==> src/rtl/fdiv_pkg.sv <==
package fdiv_pkg;
  localparam int ADDR_W   = 2;
  localparam int PRE_LSB  = 8;
  localparam int TRIG_MAIN = 0;
  localparam int TRIG_PRE  = 1;
  localparam int N_TRIG    = 2;

  typedef enum logic [ADDR_W-1:0] {
    ADDR_CFG  = 2'd0,
    ADDR_DIV  = 2'd1,
    ADDR_TRIG = 2'd2,
    ADDR_NONE = 2'd3
  } fdiv_addr_e;
endpackage

==> src/rtl/fdiv_regs.sv <==
module fdiv_regs
  import fdiv_pkg::*;
#(
  parameter int SEL_W = 2,
  parameter int PRE_W = 3,
  parameter int DIV_W = 6,
  parameter int REG_W = 32
) (
  input  logic              clk,
  input  logic              rst_n,
  input  logic              gate_en,
  input  logic              wr_en,
  input  logic [ADDR_W-1:0] wr_addr,
  input  logic [REG_W-1:0]  wr_data,
  input  logic [ADDR_W-1:0] rd_addr,
  output logic [REG_W-1:0]  rd_data,
  input  logic              boundary,
  output logic [SEL_W-1:0]  act_sel,
  output logic [PRE_W-1:0]  act_pre,
  output logic [DIV_W-1:0]  act_div,
  output logic [SEL_W-1:0]  stg_sel,
  output logic [DIV_W-1:0]  stg_div,
  output logic [N_TRIG-1:0] busy,
  output logic              restart
);
  logic [SEL_W-1:0]  stg_sel_q, stg_sel_d, act_sel_q, act_sel_d;
  logic [PRE_W-1:0]  stg_pre_q, stg_pre_d, act_pre_q, act_pre_d;
  logic [DIV_W-1:0]  stg_div_q, stg_div_d, act_div_q, act_div_d;
  logic [N_TRIG-1:0] busy_q, busy_d, go;
  logic              wr_cfg, wr_div, wr_trig, apply_ok;
  logic [REG_W-1:0]  unused_wr;

  assign unused_wr = wr_data;

  always_comb begin
    wr_cfg   = wr_en && gate_en && (fdiv_addr_e'(wr_addr) == ADDR_CFG);
    wr_div   = wr_en && gate_en && (fdiv_addr_e'(wr_addr) == ADDR_DIV);
    wr_trig  = wr_en && (fdiv_addr_e'(wr_addr) == ADDR_TRIG);
    apply_ok = gate_en && boundary;
  end

  always_comb begin
    stg_sel_d = wr_cfg ? wr_data[SEL_W-1:0]         : stg_sel_q;
    stg_pre_d = wr_cfg ? wr_data[PRE_LSB +: PRE_W]  : stg_pre_q;
    stg_div_d = wr_div ? wr_data[DIV_W-1:0]         : stg_div_q;
  end

  for (genvar b = 0; b < N_TRIG; b++) begin : g_trig
    always_comb begin
      go[b]     = busy_q[b] && apply_ok;
      busy_d[b] = (busy_q[b] && gate_en && !boundary) || (wr_trig && wr_data[b]);
    end
  end

  always_comb begin
    act_div_d = go[TRIG_MAIN] ? stg_div_q : act_div_q;
    act_sel_d = go[TRIG_PRE]  ? stg_sel_q : act_sel_q;
    act_pre_d = go[TRIG_PRE]  ? stg_pre_q : act_pre_q;
    restart   = |go;
  end

  always_ff @(posedge clk or negedge rst_n) begin
    if (!rst_n) begin
      stg_sel_q <= '1;
      act_sel_q <= '1;
      stg_pre_q <= '0;
      act_pre_q <= '0;
      stg_div_q <= '0;
      act_div_q <= '0;
      busy_q    <= '0;
    end else begin
      stg_sel_q <= stg_sel_d;
      act_sel_q <= act_sel_d;
      stg_pre_q <= stg_pre_d;
      act_pre_q <= act_pre_d;
      stg_div_q <= stg_div_d;
      act_div_q <= act_div_d;
      busy_q    <= busy_d;
    end
  end

  always_comb begin
    rd_data = '0;
    case (fdiv_addr_e'(rd_addr))
      ADDR_CFG: begin
        rd_data[SEL_W-1:0]        = stg_sel_q;
        rd_data[PRE_LSB +: PRE_W] = stg_pre_q;
      end
      ADDR_DIV:  rd_data[DIV_W-1:0]  = stg_div_q;
      ADDR_TRIG: rd_data[N_TRIG-1:0] = busy_q;
      default:   rd_data = '0;
    endcase
  end

  assign act_sel = act_sel_q;
  assign act_pre = act_pre_q;
  assign act_div = act_div_q;
  assign stg_sel = stg_sel_q;
  assign stg_div = stg_div_q;
  assign busy    = busy_q;
endmodule

==> src/rtl/fdiv_presel.sv <==
module fdiv_presel #(
  parameter int NSRC  = 3,
  parameter int SEL_W = 2,
  parameter int PRE_W = 3
) (
  input  logic             clk,
  input  logic             rst_n,
  input  logic             gate_en,
  input  logic [NSRC-1:0]  src_en,
  input  logic [SEL_W-1:0] act_sel,
  input  logic [PRE_W-1:0] act_pre,
  input  logic             restart,
  output logic             sel_valid,
  output logic             pre_pulse
);
  logic             src_hit, src_pulse;
  logic [PRE_W-1:0] cnt_q, cnt_d;

  always_comb begin
    src_hit = 1'b0;
    for (int i = 0; i < NSRC; i++) begin
      if (act_sel == SEL_W'(i)) src_hit = src_en[i];
    end
    sel_valid = (int'(act_sel) < NSRC);
    src_pulse = sel_valid && src_hit && gate_en;
    pre_pulse = src_pulse && (cnt_q == act_pre);
  end

  always_comb begin
    if (restart)        cnt_d = '0;
    else if (pre_pulse) cnt_d = '0;
    else if (src_pulse) cnt_d = cnt_q + PRE_W'(1);
    else                cnt_d = cnt_q;
  end

  always_ff @(posedge clk or negedge rst_n) begin
    if (!rst_n) cnt_q <= '0;
    else        cnt_q <= cnt_d;
  end
endmodule

==> src/rtl/fdiv_frac.sv <==
module fdiv_frac #(
  parameter int DIV_W  = 6,
  parameter int FRAC_W = 2
) (
  input  logic             clk,
  input  logic             rst_n,
  input  logic             pre_pulse,
  input  logic [DIV_W-1:0] act_div,
  input  logic             restart,
  output logic             fire
);
  localparam int ACC_W = DIV_W + 1;
  localparam int ONE   = 1 << FRAC_W;

  logic [ACC_W-1:0] acc_q, acc_d, scaled, sum;

  always_comb begin
    scaled = {1'b0, act_div} + ACC_W'(ONE);
    sum    = acc_q + ACC_W'(ONE);
    fire   = pre_pulse && (sum >= scaled);
    if (restart)        acc_d = '0;
    else if (fire)      acc_d = sum - scaled;
    else if (pre_pulse) acc_d = sum;
    else                acc_d = acc_q;
  end

  always_ff @(posedge clk or negedge rst_n) begin
    if (!rst_n) acc_q <= '0;
    else        acc_q <= acc_d;
  end
endmodule

==> src/rtl/fracdiv_clkgen.sv <==
module fracdiv_clkgen
  import fdiv_pkg::*;
#(
  parameter int NSRC   = 3,
  parameter int SEL_W  = 2,
  parameter int PRE_W  = 3,
  parameter int DIV_W  = 6,
  parameter int FRAC_W = 2,
  parameter int REG_W  = 32
) (
  input  logic              clk,
  input  logic              rst_n,
  input  logic              gate_en,
  input  logic [NSRC-1:0]   src_en,
  input  logic              wr_en,
  input  logic [ADDR_W-1:0] wr_addr,
  input  logic [REG_W-1:0]  wr_data,
  input  logic [ADDR_W-1:0] rd_addr,
  output logic [REG_W-1:0]  rd_data,
  output logic              clk_en_out
);
  logic [1:0]        rst_sync_q;
  logic              rst_ns;
  logic [SEL_W-1:0]  act_sel, stg_sel;
  logic [PRE_W-1:0]  act_pre;
  logic [DIV_W-1:0]  act_div, stg_div;
  logic [N_TRIG-1:0] busy;
  logic              restart, sel_valid, pre_pulse, fire, boundary, out_q;

  always_ff @(posedge clk or negedge rst_n) begin
    if (!rst_n) rst_sync_q <= '0;
    else        rst_sync_q <= {rst_sync_q[0], 1'b1};
  end
  assign rst_ns = rst_sync_q[1];

  assign boundary = fire || !sel_valid;

  fdiv_regs #(
    .SEL_W(SEL_W), .PRE_W(PRE_W), .DIV_W(DIV_W), .REG_W(REG_W)
  ) u_regs (
    .clk(clk), .rst_n(rst_ns), .gate_en(gate_en),
    .wr_en(wr_en), .wr_addr(wr_addr), .wr_data(wr_data),
    .rd_addr(rd_addr), .rd_data(rd_data), .boundary(boundary),
    .act_sel(act_sel), .act_pre(act_pre), .act_div(act_div),
    .stg_sel(stg_sel), .stg_div(stg_div), .busy(busy), .restart(restart)
  );

  fdiv_presel #(
    .NSRC(NSRC), .SEL_W(SEL_W), .PRE_W(PRE_W)
  ) u_presel (
    .clk(clk), .rst_n(rst_ns), .gate_en(gate_en), .src_en(src_en),
    .act_sel(act_sel), .act_pre(act_pre), .restart(restart),
    .sel_valid(sel_valid), .pre_pulse(pre_pulse)
  );

  fdiv_frac #(
    .DIV_W(DIV_W), .FRAC_W(FRAC_W)
  ) u_frac (
    .clk(clk), .rst_n(rst_ns), .pre_pulse(pre_pulse),
    .act_div(act_div), .restart(restart), .fire(fire)
  );

  always_ff @(posedge clk or negedge rst_ns) begin
    if (!rst_ns) out_q <= 1'b0;
    else         out_q <= fire;
  end
  assign clk_en_out = out_q;
endmodule

==> config.mk <==
export PLATFORM = sky130hd
export DESIGN_NAME = fracdiv_clkgen
export DESIGN_NICKNAME = d
export VERILOG_FILES = /design/src/rtl/fdiv_pkg.sv /design/src/rtl/fdiv_regs.sv /design/src/rtl/fdiv_presel.sv /design/src/rtl/fdiv_frac.sv /design/src/rtl/fracdiv_clkgen.sv
export SDC_FILE = /design/constraint.sdc
export NUM_CORES = 1
export LEC_CHECK = 0
export ABC_AREA = 1
export BUFFER_PORTS_ARGS = -buffer_cell sky130_fd_sc_hd__buf_2
export CELL_PAD_IN_SITES_DETAIL_PLACEMENT = 1
export CELL_PAD_IN_SITES_GLOBAL_PLACEMENT = 1
export CORE_MARGIN = 4
export CORE_UTILIZATION = 32
export CTS_CLUSTER_DIAMETER = 80
export DETAILED_ROUTE_END_ITERATION = 16
export PLACE_DENSITY_LB_ADDON = 0.12
export SLEW_MARGIN = 15
export SYNTH_ARGS = -nofsm -noshare
export SYNTH_HDL_FRONTEND = slang
export SYNTH_SLANG_ARGS = --single-unit
==> constraint.sdc <==
create_clock -name clk -period 2.06 [get_ports clk]
set_input_delay 0.412 -clock clk [delete_from_list [all_inputs] [get_ports clk]]
set_output_delay 0.412 -clock clk [all_outputs]
set_load 0.01 [all_outputs]
# Word level (Yosys, flattened, before mapping)
# Index checks and enable logic that the tools add are counted.
# word_totals
word_cells	64
regBits	37
# classes
n_addsub	4
muxes	12
reduce_logical	28
n_lt_le_gt_ge	2
n_eq_ne	7
# ops
op	n
7-bit two-way mux	3
1-bit logical AND	17
3-bit two-way mux	4
6-bit by 3-bit adder with 7-bit output (second input constant)	1
7-bit by 3-bit adder with 7-bit output (second input constant)	1
7-bit greater-or-equal comparator	1
7-bit subtractor	1
2-bit by 1-bit == test with 1-bit output (second input constant)	3
2-bit == test (second input constant)	3
2-bit zero test	3
2-bit one-hot mux with 3 select lines	1
3-bit nonzero test	2
4-bit two-way mux	1
3-bit by 1-bit adder with 3-bit output (second input constant)	1
3-bit == test	1
1-bit logical OR	3
1-bit two-way mux	3
1-bit zero test	2
2-bit < comparator (second input constant)	1
2-bit OR reduction	1

# Logic depth before layout (Yosys ltp)
# depth
word_depth	13
depth_mapped	17

# Modules after synthesis
# A second synthesis with hierarchy kept.
# unflattened
hier_cells	330
area_unflattened_um2	2473.6
# modules_own_cells
module	cells_each	instances	area_each_um2	seq_area_each_um2
fdiv_regs	155	1	1272.5	605.6
fdiv_frac	128	1	853.3	175.2
fdiv_presel	41	1	261.5	75.1
fracdiv_clkgen	6	1	86.3	75.1

# Worst setup path before layout
# No wires, ideal clock.
# synth_path
path_type	reg2reg
startpoint	reg u_frac.acc_q[2]
endpoint	reg u_presel.cnt_q[1]
slack_ns	-0.225
path_stages_with_launch	16
period_less_slack_ns	2.285
required_ns	1.995
setup_ns	0.065
t_arrival_ns	2.220
path_cell_list	dfrtp_1 ha_1 nand3_1 xor2_1 inv_1 ha_1 nand2_1 inv_1 a21oi_1 nand3_2 nand2_4 nand2_4 o21ai_2 buf_6 nand3_1 nand2_1
# synth_between
elab_chain_len	8
# synth_lines
element	line	rtl
start: declaration	fdiv_frac.sv:15	logic [ACC_W-1:0] acc_q, acc_d, scaled, sum;
start signal: assignment	fdiv_frac.sv:28	if (!rst_n) acc_q <= '0;
start signal: assignment	fdiv_frac.sv:29	else acc_q <= acc_d;
7-bit by 3-bit adder with 7-bit output *	fdiv_frac.sv:19	sum = acc_q + ACC_W'(ONE);
7-bit greater-or-equal comparator *	fdiv_frac.sv:20	fire = pre_pulse && (sum >= scaled);
1-bit logical AND *	fdiv_frac.sv:20	
1-bit logical OR *	fracdiv_clkgen.sv:36	assign boundary = fire || !sel_valid;
1-bit logical AND *	fdiv_regs.sv:39	apply_ok = gate_en && boundary;
1-bit logical AND	fdiv_regs.sv:50	go[b] = busy_q[b] && apply_ok;
2-bit OR reduction *	fdiv_regs.sv:59	restart = |go;
3-bit nonzero test (no line) / 3-bit two-way mux (equally long branches)	--	
end signal: assignment	fdiv_presel.sv:38	else cnt_q <= cnt_d;
end: declaration	fdiv_presel.sv:17	logic [PRE_W-1:0] cnt_q, cnt_d;
# Mark *: on every way between the ends. The rest lies on a longest branch, timed or not.
# A chain may end at the register's enable or synchronous reset.

# Worst setup path after layout
# layout_path
startpoint	reg u_frac.acc_q[2]
endpoint	reg u_frac.acc_q[6]
# layout_between
elab_chain_len	8
# layout_lines
element	line
7-bit by 3-bit adder with 7-bit output *	fdiv_frac.sv:19
7-bit greater-or-equal comparator	fdiv_frac.sv:20
1-bit logical AND	fdiv_frac.sv:20
1-bit logical OR	fracdiv_clkgen.sv:36
1-bit logical AND	fdiv_regs.sv:39
1-bit logical AND	fdiv_regs.sv:50
2-bit OR reduction	fdiv_regs.sv:59
3-bit nonzero test (no line) / 7-bit two-way mux (equally long branches)	--
# Mark *: on every way between the ends. The rest lies on a longest branch, timed or not. The select of a mux whose other input is x is not followed.

==> impl_results.md <==
* Netlist Area Pre-Place at 2430 um^2
* Layout Skew at slightly below 5 ps
* Pwr Total at 4.49 mW
* Setup violations, final at 23
* DRC Markers at 0
* Cells after synthesis at 327
* Num ports at 76
* Area growth from synthesis to layout at 31.5%
* Met2 Wirelength at 2960 um
* Core Area at approximately 7300 um^2
* Die height at 95.2 um
* Die area at 9070 um^2
* Routed len/inst at about 12 um
* CP arrival at approximately 2400 ps
* Antenna Nets Post-Route at 0
* Starting density of the core at about 33%
* # diodes at 0
* Setup crit end kind: flip-flop
* Total Routed Length at slightly below 6000 um
* Number of global-route vias before repair at 2225
* Int Pwr at roughly 2.5 mW
* Share of total power in sequential cells at 24.7%
* NetSw at ~2.0 mW
* TritonCTS clock tree: done
* Reg2reg start: u_frac.acc_q[2]$_DFFE_PN0P_
* Failing checks: negative setup slack
* Clock buffer depth at 2
* Max-slew violations at 0
* Slowest stage delay, CP at about 430 ps
* Clk Latency, worst-skew pair at just under 300 ps
* DR WL met3 at 206 um
* Post-DP HPWL at 4580 um
* RSZ-0062 raised after global routing: yes
* Initial antenna violation count at 0
* Clock network power share at 11.0%
* Critical path startpoint: u_frac.acc_q[2]$_DFFE_PN0P_
* Reg area at 931 um^2
* CP startpoint kind: flip-flop
* Area of the multi-input gates at approximately 1500 um^2
* Worst-path clk slew at 70 ps
* First-pass GRT wire length at about 10000 um
* Hold crit path type: flip-flop to asynchronous set/reset pin
* Final WS setup at -173 ps
* Peak supply drop at 0.421 mV
* Die X at 95.2 um
* M1 wire length at 2720 um
* Crit Path Category: flip-flop to flip-flop
* Crit path max-delay family: simple AND/OR/NAND/NOR gates
* Status: complete, but fails checks
* Vias per std cell at 4.35
* Sequential area share after synthesis at 38.2%
* Crit-path slowest cell: dfrtp_1
* CP required at 2240 ps
* Top layer in use: met4
* Gp weighted congestion at 0.812
* Layout cells sized above 1 at 31.6%
* Synth unique cells at 28
* GRT Overall Usage at between 10 and 15%
* Critical Path Most Common Cell: nand3_4
* Worst path cell trace: ha_4 > nand3_4 > xor2_2 > inv_2 > ha_4 > nand2_4 > nor2_4 > nand3_4 > nand3_4 > nand2_8 > nand2_8 > o21ai_4 > nand2_1 > nor2_1
* DRT Pass-1 Iters at 4
* CP Max Fanout at 6
* Vias post-DR at 2138
* TritonCTS buffer count at 5
* Buffers added on ports at 29
* Residual overflow from global routing at 0
* Sw Ratio at 44.0%
* Max-Cap Viols at 0
* Gate power share at 64.2%
* #FFs+latches synth at 37
* Leak pwr at approximately 1.7 nW
* Initial DRC count at 52
* Power per cell area at about 1400 nW/um^2
* Hold WS at approximately 280 ps
* Largest net degree at the start of global routing at 36
* Syn Area/Cell at 7.45 um^2
* # fillers at 942
* CTS root buf: clkbuf_8
* Crit path time final at 2230 ps
* Crit share post-route at 108%
* Nets at approximately 450
* Clk sink count at 37
* Final Hold Vio Count at 0
* Buf+Inv Stages, Crit Path at 1
* Fmax at 448 MHz
* H-tree Lvls at 2
* Yosys warns at 0
* Site Rows at 31
==> area by class of cell <==
cell class	count	share of cell area, %
multi-input cells	233	46.2
flip-flops and latches	37	29.1
repair buffers	59	11.8
inverters	55	6.53
well taps	99	3.87
clock buffers	6	2.27
clock inverters	2	0.313
==> repair_timing <==
action | 4_1_cts | 5_1_grt
cloned | 1 | 1
gates resized for setup | 14 | 37
pin swaps | 4 | 10
setup endpoints to repair | 24 | 24
hold buffers | 1 | 0
setup buffers | 3 | 0
hold endpoints to repair | 2 | 0
==> per-stage QoR <==
step / std cells / worst slack [ps] / setup TNS [ps] / cell area, um^2 / util [%]
final: 491 / -173 / -3110 / 3200 / 43.7
after global routing: 491 / -293 / -6050 / 3200 / 43.7
after detailed placement: 477 / -283 / -5370 / 2840 / 38.7
after global placement: 477 / -239 / -4360 / 2840 / 38.7
after floorplan: 349 / -59.5 / -631 / 2580 / -
after CTS: 490 / -165 / -3210 / 3040 / 41.4
==> kinds of logic after synthesis <==
kind of cell | Yosys count | share of synthesized area, %
other | 2 | 0.308
xor gates and xnor gates | 10 | 3.60
DFF | 37 | 38.2
AOI/OAI and AO/OA | 37 | 9.20
and+or+nand+nor | 149 | 26.1
adders and majority gates | 11 | 5.96
buffers and inverters | 81 | 16.6
==> synth_stat cells <==
cell type / number / area (um^2)
a21oi_1: 12 / 60.1
nand2_2: 2 / 12.5
buf_6: 2 / 22.5
nand2_1: 85 / 319
nand4_1: 2 / 12.5
ha_1: 10 / 125
nor2_4: 1 / 11.3
xnor2_1: 5 / 43.8
o21ai_2: 7 / 61.3
clkbuf_1: 1 / 3.75
nor2_1: 34 / 128
o22ai_1: 2 / 12.5
dfstp_2: 4 / 105
inv_1: 55 / 206
o211ai_1: 1 / 7.51
or2_1: 1 / 6.26
fa_1: 1 / 20.0
o21ai_0: 12 / 60.1
buf_4: 23 / 173
o21ai_1: 1 / 5.00
nand3_1: 19 / 95.1
or2_2: 1 / 6.26
o221ai_1: 2 / 17.5
nand2_4: 3 / 33.8
conb_1: 2 / 7.51
nand3_2: 1 / 10.0
dfrtp_1: 33 / 826
xor2_1: 5 / 43.8
==> worst register-to-register path, delay by kind of cell (launching register included) <==
kind                       cells  cell delay, ps
DFF                            1             430
adders and majority gates      2             500
AOI/OAI and AO/OA              1             120
buffers and inverters          1              60
xor gates and xnor gates       1             170
and+or+nand+nor                9             840
==> path summary, 6_finish.rpt <==
check | endpoint | slack (ps) | depth (start not counted)
min in group clk | rst_sync_q[1]$_DFF_PN0_ | 360 | 0
max in group asynchronous | u_regs.act_sel[0]$_DFFE_PN1P_ | 1440 | 1
setup / recovery | u_frac.acc_q[6]$_DFFE_PN0P_ | -170 | 14
setup reg to reg | u_frac.acc_q[6]$_DFFE_PN0P_ | -170 | 14
hold / removal | u_regs.stg_div[2]$_DFFE_PN0P_ | 280 | 1
hold reg to reg | u_regs.stg_div[2]$_DFFE_PN0P_ | 280 | 1
==> registers in the layout, indices dropped and copies added (netlist names) <==
signal	cells
u_regs.stg_pre_q	3
u_regs.stg_div	6
u_frac.acc_q	7
u_regs.busy	2
u_presel.cnt_q	3
u_regs.act_pre	3
clk_en_out	1
u_regs.act_div	6
rst_sync_q	2
u_regs.stg_sel	2
u_regs.act_sel	2
==> power groups by stage <==
stage | Combinational [mW] | Sequential, mW | Clock [mW]
after floorplan | 1.57 | 1.08 | 0
after global placement | 2.37 | 1.09 | 0
after detailed placement | 2.42 | 1.10 | 0
after CTS | 2.59 | 1.09 | 0.532
after global routing | 3.27 | 1.15 | 0.557
final | 2.88 | 1.11 | 0.495
==> layout by cell type, fill, tap and decap left out, drive strengths merged, types with 2 or more instances in the layout <==
master | netlist | final
o221ai | 2 | 2
o22ai | 2 | 2
buf | 25 | 58
nand2 | 90 | 91
nand3 | 20 | 20
o21ai | 20 | 21
clkbuf | 1 | 6
xor2 | 5 | 5
nor2 | 35 | 35
xnor2 | 5 | 5
dfstp | 4 | 4
a21oi | 12 | 12
conb | 2 | 24
clkinv | 0 | 2
nand4 | 2 | 2
ha | 10 | 10
or2 | 2 | 2
dfrtp | 33 | 33
inv | 55 | 55
==> layer usage <==
layer / global-route usage (%) / vias to the layer above
met3: 2.84 / 5
li1: - / 1092
met1: 18.2 / 1002
met4: 3.61 / 0
met2: 24.0 / 39
met5: 0 / -
Power figures use the tool's default switching activity.
